## src/rtl/pm_smi_pkg.sv

```systemverilog
// Package: offsets, masks and bit positions shared by the power-management
// register file. Assumes one byte is accessed per cycle.
package pm_smi_pkg;
    localparam int LANE_W = 8;
    localparam int REG_W  = 16;

    // Offsets of the register pairs (low byte at the even offset)
    localparam logic [7:0] OFS_PSTS  = 8'h00;
    localparam logic [7:0] OFS_PEN   = 8'h02;
    localparam logic [7:0] OFS_PCTL  = 8'h04;
    localparam logic [7:0] OFS_GPSTS = 8'h20;
    localparam logic [7:0] OFS_GPSCI = 8'h22;
    localparam logic [7:0] OFS_GPSMI = 8'h24;
    localparam logic [7:0] OFS_GSTS  = 8'h28;
    localparam logic [7:0] OFS_GEN   = 8'h2A;
    localparam logic [7:0] OFS_GCTL  = 8'h2C;
    localparam logic [7:0] OFS_GCTH  = 8'h2D;
    localparam logic [7:0] OFS_CMD   = 8'h2F;

    // Write masks
    localparam logic [15:0] MASK_PSTS = 16'h8D31;
    localparam logic [15:0] MASK_PEN  = 16'h0521;
    localparam logic [15:0] MASK_PCTL = 16'h3C07;
    localparam logic [15:0] MASK_GLB  = 16'h007F;

    // Bit positions the behaviour depends on
    localparam int PCTL_RELEASE = 2;
    localparam int GSTS_RELEASE = 5;
    localparam int GSTS_CMD     = 6;
    localparam int PSTS_FWREL   = 5;
    localparam int GCTL_SMIEN   = 0;
    localparam int GCTL_FWREL   = 1;
    localparam int GCTL_LOCK    = 4;
    localparam int GCTH_CLRACT  = 0;
endpackage

```

## src/rtl/pm_mask_reg.sv

```systemverilog
// Module: byte-lane writable register whose bits outside MASK stay zero.
// Assumes at most one lane is written per cycle; reset clears all bits.
module pm_mask_reg #(
    parameter int          W    = 16,
    parameter logic [W-1:0] MASK = '1
) (
    input  logic             clk,
    input  logic             rst_n,
    input  logic [W/8-1:0]   wr_lane,
    input  logic [7:0]       wdata,
    output logic [W-1:0]     q
);
    localparam int NB = W / 8;

    for (genvar i = 0; i < NB; i++) begin : g_lane
        // Store the masked write data of one byte lane
        always_ff @(posedge clk) begin
            if (!rst_n)
                q[i*8 +: 8] <= '0;
            else if (wr_lane[i])
                q[i*8 +: 8] <= wdata & MASK[i*8 +: 8];
        end

        assert_mask_write_R3: assert property (@(posedge clk) disable iff (!rst_n)
            wr_lane[i] |=> q[i*8 +: 8] == ($past(wdata) & MASK[i*8 +: 8]));
    end
endmodule

```

## src/rtl/pm_w1c_reg.sv

```systemverilog
// Module: status register that hardware sets and software clears by writing
// ones to a byte lane. Masked bits only. A set beats a clear in one cycle.
module pm_w1c_reg #(
    parameter int          W    = 16,
    parameter logic [W-1:0] MASK = '1
) (
    input  logic             clk,
    input  logic             rst_n,
    input  logic [W/8-1:0]   wr_lane,
    input  logic [7:0]       wdata,
    input  logic [W-1:0]     set_vec,
    output logic [W-1:0]     q,
    output logic [W-1:0]     q_nxt
);
    localparam int NB = W / 8;

    logic [W-1:0] clr_vec;

    for (genvar i = 0; i < NB; i++) begin : g_clr
        // Spread the written ones of a lane into the clear vector
        always_comb clr_vec[i*8 +: 8] = wr_lane[i] ? (wdata & MASK[i*8 +: 8]) : 8'h00;
    end

    // Next state: clear the written ones, then apply hardware sets
    always_comb q_nxt = (q & ~clr_vec) | (set_vec & MASK);

    // Hold the status bits
    always_ff @(posedge clk) begin
        if (!rst_n)
            q <= '0;
        else
            q <= q_nxt;
    end

    assert_set_sticks_R2: assert property (@(posedge clk) disable iff (!rst_n)
        (|(set_vec & MASK)) |=> ((q & $past(set_vec & MASK)) == $past(set_vec & MASK)));

    assert_clear_works_R7: assert property (@(posedge clk) disable iff (!rst_n)
        ((|wr_lane) && (set_vec == '0)) |=> ((q & $past(clr_vec)) == '0));
endmodule

```

## src/rtl/pm_smi_ctrl.sv

```systemverilog
// Module: SMI acceptance unit. Accepts a request when SMI is enabled and the
// lock does not block it; holds the active flag and gives a one-cycle strobe.
module pm_smi_ctrl (
    input  logic clk,
    input  logic rst_n,
    input  logic req,
    input  logic smi_en,
    input  logic lock,
    input  logic clr_active,
    output logic active,
    output logic strobe
);
    logic accept;

    // Acceptance decision from the current enable, lock and active state
    always_comb accept = req && smi_en && (!lock || !active);

    // Active flag and strobe; an acceptance wins over a clear
    always_ff @(posedge clk) begin
        if (!rst_n) begin
            active <= 1'b0;
            strobe <= 1'b0;
        end else begin
            strobe <= accept;
            if (accept)
                active <= 1'b1;
            else if (clr_active)
                active <= 1'b0;
        end
    end

    assert_lock_blocks_R8: assert property (@(posedge clk) disable iff (!rst_n)
        (req && lock && active) |=> !strobe);
    assert_disabled_blocks_R8: assert property (@(posedge clk) disable iff (!rst_n)
        (req && !smi_en) |=> !strobe);
    assert_strobe_marks_active_R8: assert property (@(posedge clk) disable iff (!rst_n)
        strobe |-> active);
    assert_clear_active_R10: assert property (@(posedge clk) disable iff (!rst_n)
        (clr_active && !req) |=> !active);
endmodule

```

## src/rtl/pm_smi_regs.sv

```systemverilog
// Module: power-management register file. Decodes byte writes into status,
// enable and control registers, routes events to SCI and SMI, and serves a
// combinational byte read. Assumes one access per cycle, reset synchronous.
module pm_smi_regs #(
    parameter int GP_BITS = 10
) (
    input  logic               clk,
    input  logic               rst_n,
    input  logic               wr_en,
    input  logic [7:0]         addr,
    input  logic [7:0]         wdata,
    input  logic [15:0]        pm_evt,
    input  logic [GP_BITS-1:0] gp_evt,
    output logic [7:0]         rdata,
    output logic               sci,
    output logic               smi_active,
    output logic               smi_strobe
);
    import pm_smi_pkg::*;

    localparam logic [15:0] MASK_GP = 16'((32'd1 << GP_BITS) - 1);

    logic [15:0] psts, psts_nxt, pen, pctl, gpsts, gpsts_nxt, gpsci, gpsmi;
    logic [15:0] gsts, gsts_nxt, gen;
    logic [15:0] psts_set, gsts_set, gp_set;
    logic [7:0]  gctl, cmd, gctl_rd;
    logic        wr_psts_lo, wr_pctl_lo, wr_gctl, wr_gcth, wr_cmd;
    logic        fw_release, os_release, smi_req;

    // Decode the single-byte writes that carry side effects
    always_comb begin
        wr_psts_lo = wr_en && (addr == OFS_PSTS);
        wr_pctl_lo = wr_en && (addr == OFS_PCTL);
        wr_gctl    = wr_en && (addr == OFS_GCTL);
        wr_gcth    = wr_en && (addr == OFS_GCTH);
        wr_cmd     = wr_en && (addr == OFS_CMD);
        fw_release = wr_gctl && wdata[GCTL_FWREL];
        os_release = wr_pctl_lo && wdata[PCTL_RELEASE];
    end

    // Lane enable for a 16-bit register pair at an even offset
    function automatic logic [1:0] lanes(input logic we, input logic [7:0] a,
                                         input logic [7:0] base);
        return {we && (a == (base | 8'h01)), we && (a == base)};
    endfunction

    // Hardware set vectors for the three status registers
    always_comb begin
        psts_set = pm_evt;
        psts_set[PSTS_FWREL] = pm_evt[PSTS_FWREL] | fw_release;
        gsts_set = '0;
        gsts_set[GSTS_RELEASE] = os_release;
        gsts_set[GSTS_CMD]     = wr_cmd;
        gp_set = 16'(gp_evt);
    end

    pm_w1c_reg #(.W(16), .MASK(MASK_PSTS)) u_psts (
        .clk(clk), .rst_n(rst_n), .wr_lane(lanes(wr_en, addr, OFS_PSTS)),
        .wdata(wdata), .set_vec(psts_set), .q(psts), .q_nxt(psts_nxt));

    pm_w1c_reg #(.W(16), .MASK(MASK_GP)) u_gpsts (
        .clk(clk), .rst_n(rst_n), .wr_lane(lanes(wr_en, addr, OFS_GPSTS)),
        .wdata(wdata), .set_vec(gp_set), .q(gpsts), .q_nxt(gpsts_nxt));

    pm_w1c_reg #(.W(16), .MASK(MASK_GLB)) u_gsts (
        .clk(clk), .rst_n(rst_n), .wr_lane(lanes(wr_en, addr, OFS_GSTS)),
        .wdata(wdata), .set_vec(gsts_set), .q(gsts), .q_nxt(gsts_nxt));

    pm_mask_reg #(.W(16), .MASK(MASK_PEN)) u_pen (
        .clk(clk), .rst_n(rst_n), .wr_lane(lanes(wr_en, addr, OFS_PEN)),
        .wdata(wdata), .q(pen));

    pm_mask_reg #(.W(16), .MASK(MASK_PCTL)) u_pctl (
        .clk(clk), .rst_n(rst_n), .wr_lane(lanes(wr_en, addr, OFS_PCTL)),
        .wdata(wdata), .q(pctl));

    pm_mask_reg #(.W(16), .MASK(MASK_GP)) u_gpsci (
        .clk(clk), .rst_n(rst_n), .wr_lane(lanes(wr_en, addr, OFS_GPSCI)),
        .wdata(wdata), .q(gpsci));

    pm_mask_reg #(.W(16), .MASK(MASK_GP)) u_gpsmi (
        .clk(clk), .rst_n(rst_n), .wr_lane(lanes(wr_en, addr, OFS_GPSMI)),
        .wdata(wdata), .q(gpsmi));

    pm_mask_reg #(.W(16), .MASK(MASK_GLB)) u_gen (
        .clk(clk), .rst_n(rst_n), .wr_lane(lanes(wr_en, addr, OFS_GEN)),
        .wdata(wdata), .q(gen));

    // Global control low byte; firmware-release bit drops when status bit 5 is cleared
    always_ff @(posedge clk) begin
        if (!rst_n)
            gctl <= 8'h00;
        else if (wr_gctl)
            gctl <= wdata;
        else if (wr_psts_lo && !psts_nxt[PSTS_FWREL])
            gctl[GCTL_FWREL] <= 1'b0;
    end

    // SMI command byte
    always_ff @(posedge clk) begin
        if (!rst_n)
            cmd <= 8'h00;
        else if (wr_cmd)
            cmd <= wdata;
    end

    // Collect every SMI request source of this cycle
    always_comb smi_req = (os_release && gen[GSTS_RELEASE])
                        || (wr_cmd && gen[GSTS_CMD])
                        || (|(gp_set & gpsmi));

    pm_smi_ctrl u_smi (
        .clk(clk), .rst_n(rst_n), .req(smi_req),
        .smi_en(gctl[GCTL_SMIEN]), .lock(gctl[GCTL_LOCK]),
        .clr_active(wr_gcth && wdata[GCTH_CLRACT]),
        .active(smi_active), .strobe(smi_strobe));

    // SCI level from enabled status
    always_comb sci = (|(psts & pen)) || (|(gpsts & gpsci));

    // Global control readback with lock and active substituted
    always_comb begin
        gctl_rd = gctl;
        gctl_rd[GCTL_LOCK]  = gctl[GCTL_LOCK];
        gctl_rd[GCTL_SMIEN] = smi_active;
    end

    // Byte read multiplexer
    always_comb begin
        case (addr[7:1])
            OFS_PSTS[7:1]:  rdata = addr[0] ? psts[15:8]  : psts[7:0];
            OFS_PEN[7:1]:   rdata = addr[0] ? pen[15:8]   : pen[7:0];
            OFS_PCTL[7:1]:  rdata = addr[0] ? pctl[15:8]  : pctl[7:0];
            OFS_GPSTS[7:1]: rdata = addr[0] ? gpsts[15:8] : gpsts[7:0];
            OFS_GPSCI[7:1]: rdata = addr[0] ? gpsci[15:8] : gpsci[7:0];
            OFS_GPSMI[7:1]: rdata = addr[0] ? gpsmi[15:8] : gpsmi[7:0];
            OFS_GSTS[7:1]:  rdata = addr[0] ? gsts[15:8]  : gsts[7:0];
            OFS_GEN[7:1]:   rdata = addr[0] ? gen[15:8]   : gen[7:0];
            OFS_GCTL[7:1]:  rdata = addr[0] ? 8'h00       : gctl_rd;
            OFS_CMD[7:1]:   rdata = addr[0] ? cmd         : 8'h00;
            default:        rdata = 8'h00;
        endcase
    end

    assert_fw_release_sets_R9: assert property (@(posedge clk) disable iff (!rst_n)
        fw_release |=> psts[PSTS_FWREL]);
    assert_cmd_status_R6: assert property (@(posedge clk) disable iff (!rst_n)
        wr_cmd |=> gsts[GSTS_CMD]);
    assert_os_release_R5: assert property (@(posedge clk) disable iff (!rst_n)
        os_release |=> gsts[GSTS_RELEASE]);
    assert_release_drop_R11: assert property (@(posedge clk) disable iff (!rst_n)
        (wr_psts_lo && !psts_nxt[PSTS_FWREL]) |=> !gctl[GCTL_FWREL]);
endmodule

```

## config.mk

```make
export PLATFORM = sky130hd
export DESIGN_NAME = pm_smi_regs
export DESIGN_NICKNAME = d
export VERILOG_FILES = /design/src/rtl/pm_smi_pkg.sv /design/src/rtl/pm_mask_reg.sv /design/src/rtl/pm_w1c_reg.sv /design/src/rtl/pm_smi_ctrl.sv /design/src/rtl/pm_smi_regs.sv
export SDC_FILE = /design/constraint.sdc
export NUM_CORES = 1
export LEC_CHECK = 0
export ABC_AREA = 1
export BUFFER_PORTS_ARGS = -buffer_cell sky130_fd_sc_hd__buf_2
export CAP_MARGIN = 15
export CORE_MARGIN = 3
export CORE_UTILIZATION = 40
export CTS_CLUSTER_SIZE = 8
export DETAILED_ROUTE_END_ITERATION = 7
export PLACE_DENSITY = 0.57
export REMOVE_ABC_BUFFERS = 1
export SETUP_SLACK_MARGIN = 0.5
export SLEW_MARGIN = 40
export SYNTH_ARGS = -nofsm -noshare
export SYNTH_HDL_FRONTEND = slang
export SYNTH_SLANG_ARGS = --single-unit
export TNS_END_PERCENT = 100
```

## constraint.sdc

```tcl
create_clock -name clk -period 2 [get_ports clk]
set_input_delay 0.5 -clock clk [delete_from_list [all_inputs] [get_ports clk]]
set_output_delay 0.5 -clock clk [all_outputs]
set_load 0.01 [all_outputs]
```

# Word-level counts from Yosys, hierarchy flattened
# Cells that the tools add are included.
# classes
bitwise	13
n_mux	20
eq_ne	25
reduce_logical	39
# op_table
operator	count
$eq A8 B6 Y1 const B	11
$pmux W8 S10	1
$mux W8	9
$eq A7 B5 Y1 const B	7
$and A16 B16 Y16	3
$reduce_or A16 Y1	3
$not A16 Y16	2
$logic_and A1 B1 Y1	25
$mux W6	3
$and A16 B10 Y16	1
$and A16 B11 Y16	1
$eq A8 B2 Y1 const B	2
$eq A8 B3 Y1 const B	2
$not A8 Y16	1
$or A16 B10 Y16	1
$or A16 B16 Y16	1
$or A16 B7 Y16	1
$mux W7	2
$and A10 B10 Y10	1
$eq A8 B1 Y1 const B	1
$logic_not A8 Y1	1
$eq A7 B1 Y1 const B	1
$eq A7 B2 Y1 const B	1
$logic_not A7 Y1	1
6 further kinds	15
# word_totals
output_inout_bits	11
wordCells	114
register_bits	104
in_bits	45

# Depth between registers and ports, before layout
# depth
depth_word	10
mapped_depth	10
mapped_depth_nobuf	9

# Cells and area by module
# From an unflattened synthesis, not the netlist that was laid out.
# hier_totals
cells_unflattened	1108
area_unflattened_um2	6282.3
# by_module_without_submodules
mod	area_per_inst_um2	n_inst	cells_per_inst	seq_area_each_um2
pm_smi_regs	2872.8	1	622	320.3
pm_mask_reg at u_gpsci ...	470.5	2	68	200.2
pm_w1c_reg at u_gsts ...	422.9	2	62	140.1
pm_w1c_reg at u_gpsts	589.3	1	75	200.2
pm_mask_reg at u_pctl	360.3	1	52	140.1
pm_mask_reg at u_gen	354.1	1	53	140.1
pm_mask_reg at u_pen	245.2	1	36	80.1
pm_smi_ctrl	73.8	1	10	40.0

# Least setup slack after synthesis
# No wires, ideal clock.
# synth_path
path_type	in2out
start	in addr[6]
end	out rdata[3]
path_buffers	0
slack_ns	0.063
arrival_time_ns	1.437
required_time_ns	1.500
path_stages	7
path_cell_list	nor2_1 -> nand2_2 -> nor2_1 -> nand3_1 -> o31ai_1 -> nor2_1 -> nand3_1
# synth_between
elab_chain_cells	2
word_cells_on_any_way	11
cone_classes	9 x eq/ne; 1 x mux; 1 x reduce/logical
# synth_lines
element	line	text
start: declaration	pm_smi_regs.sv:10	input logic [7:0] addr,
$eq A7 B5 Y1, or another cell as far along	pm_smi_regs.sv:130	case (addr[7:1])
$pmux W8 S10 *	pm_smi_regs.sv:130	
end: declaration	pm_smi_regs.sv:14	output logic [7:0] rdata,
# Mark *: on every way between the ends. The rest lies on a longest branch, timed or not.

# Worst setup path after layout
# layout_path
start	in addr[3]
end	out rdata[4]
# Same word-level chain as after synthesis.

==> reports/results.txt <==
Run status: finished, violations left
Failing checks: negative setup slack
Dpl cells: 744
Worst R2R Setup Slack: 0.61 ns
F_max: 457 MHz
Die Wd: 106 um
Clock slew at reported path FFs: 0.09 ns
Final core utilization: 0.552
Hold Path End: u_psts.q[15]$_SDFF_PN0_
Root Buffer: clkbuf_8
Most frequent cells in the layout: dfxtp_1, a21oi_1, nand2_1, inv_1, o21ai_0
RSZ-0062 raised after global routing: yes
Commonest non-fill, non-tap cell in the layout: dfxtp_1
Worst Tran Pin Value: 0.490 ns
Final hold slack: 0.364 ns
Switching power share of the total: 0.266
Antenna diode count: 0
Max VDD drop: 0.490 mV
P_sw: 888 uW
Final hold viol count: 0
Antenna violations before repair: 0
Post-synthesis sequential area ratio: 0.401
Avg WL per Cell: 16.5 um
Final WS setup: -0.190 ns
Post-Syn Instances: 558
Internal power: 2.45 mW
Slew Viols, Final: 0
GPL Wtd Cong: 0.932
Clock Skews: 0.00625 ns
Worst setup SP type: input pin
Leakage: 2.27 nW
Total die area: 11200 um^2
Max cap viols: 0
Pin count of the biggest net entering global routing: 41
Port Buffers: 46
Cell variety after synth: 35
Clock Power Share: 0.414
Num CTS Buffers: 9
Min-delay src: pm_evt[15]
# DRC: 0
EDFF count, synth: 0
Worst Hold Class: input pin to flop
CP Capture Type: output port
Final Cycle Share: 1.10
# rows: 35
Hold path depth: 3
R2R depth: 6
Asr flop ratio synth: 0
1st-iter DRT viols: 199
Worst EP required: 1.50 ns
GRT Total Usage: 0.231
Final nets: 681
# clock sinks: 80
First-pass GRT wire length: 20300 um
Critical path fanouts, max: 5
Ys flop type: dfxtp_1
Die H: 106 um
H-tree Lvls: 3
Top Ports: 56
Overflow after GRT: 0
Clk_lat worst skew: 0.36 ns
Filler cell count: 963
Vias: 4052
Drt pass-1 iters: 5
Yosys reg bits: 80
Via density: 5.26
Starting Density: 0.423
Pre-CTS setup slack: -0.248 ns
Maximum root-to-sink buffer count: 2
Post-detail-place hpwl: 8860 um
# setup viols final: 8
Worst Path Arrival: 1.69 ns
CP startpoint: addr[3]
Routed wire length: 12700 um
Area Overhead vs Synth: 30.5%
Synth warn: 0
Final Non-Filler Cells: 770
Worst R2R End: u_smi.active$_SDFFE_PN0P_
Max_slew headroom: 0.673
Crit Path Class: input pin to output port
Pwr dens: 639 nW/um^2
R2r startpoint: u_gpsmi.q[5]$_SDFFE_PN0P_
CTS tree: done
Reg power frac: 0.492
Mapped Avg Cell Area: 7.16 um^2
Vias in the first global route: 3919
Post-Syn Area: 4000 um^2
Fraction of layout cells with a size suffix above 1: 0.317
Final ANT Viol Nets: 0
Tmin final: 2.19 ns
Combinational share of power: 0.093
Core Footprint: 9460 um^2
Setup_tns: -1.33 ns
power groups by stage:
stage / Clock, mW / Sequential (mW) / Combinational, mW
6_report: 1.38 / 1.64 / 0.311
5_1_grt: 1.48 / 1.65 / 0.340
4_1_cts: 1.41 / 1.64 / 0.279
3_5_place_dp: 0 / 1.68 / 0.265
3_3_place_gp: 0 / 1.68 / 0.261
2_1_floorplan: 0 / 1.67 / 0.117
cell usage after synthesis (5+ instances only):
library cell / number / share of area
nand2_1: 84 / 0.079
a21oi_1: 69 / 0.086
dfxtp_1: 80 / 0.40
clkbuf_1: 11 / 0.010
o31ai_1: 11 / 0.021
nor2_1: 32 / 0.030
inv_1: 69 / 0.065
o21ai_1: 6 / 0.0075
nand4_1: 6 / 0.0094
o21ai_0: 62 / 0.078
nand3_1: 58 / 0.073
a211oi_1: 5 / 0.0094
o211ai_1: 5 / 0.0094
inv_2: 5 / 0.0047
nor2_4: 5 / 0.014
buf_6: 6 / 0.017
through the flow:
step                instance area, um^2  total power, mW
floorplan                          3860             1.79
global placement                   4520             1.94
detailed placement                 4520             1.94
CTS                                4970             3.33
global route                       5220             3.47
finish                             5220             3.34
cells by family after synthesis:
group	synth area share
simple gates	0.254
compound gates	0.240
flops	0.401
buf+inv	0.105
how the worst max path moves through the flow:
stage                     slack [ns]        to
final                          -0.19  rdata[4]
after global routing           -0.28  rdata[3]
after CTS                      -0.18  rdata[3]
after detailed placement       -0.25  rdata[2]
after global placement         -0.23  rdata[2]
after floorplan                 -0.1  rdata[1]
what timing repair did:
action                                  4_1_cts  5_1_grt
pin swaps                                    19       19
endpoints found under the setup margin       29       76
buffers inserted                              5        5
hold buffers                                  0        0
resized for setup                            43       63
hold endpoints to repair                      0        0
state kept, by name, summed over array words and instances (netlist names), 8 cells and up:
register	flops
u_gpsci.q	10
u_gpsmi.q	10
u_gpsts.q	10
cmd	8
gctl	8
worst max-delay path, cell delays in order:
cell and delay (ns):
buf_2 0.13, nor2_2 0.18, nand3_1 0.17, nor2_4 0.13, buf_6 0.13, nand3_1 0.08, nand4_1 0.11, nand3b_1 0.13
buf_2 0.13
final cells by class:
type / count / area (um^2) / share of cell area
Inverter: 75 / 299 / 0.0573
Multi-Input combinational cell: 380 / 2250 / 0.432
Sequential cell: 80 / 1610 / 0.309
Clock inverter: 7 / 101 / 0.0194
Timing Repair Buffer: 90 / 669 / 0.128
Clock buffer: 9 / 124 / 0.0237
Tap cell: 129 / 161 / 0.0309
routing by layer:
metal / track usage / routed length [um]
met1: 0.311 / 5680
met2: 0.378 / 6080
met3: 0.0522 / 748
met4: 0.0555 / 216
met5: 0 / 0
No activity file was read; power rests on OpenSTA's default activity.
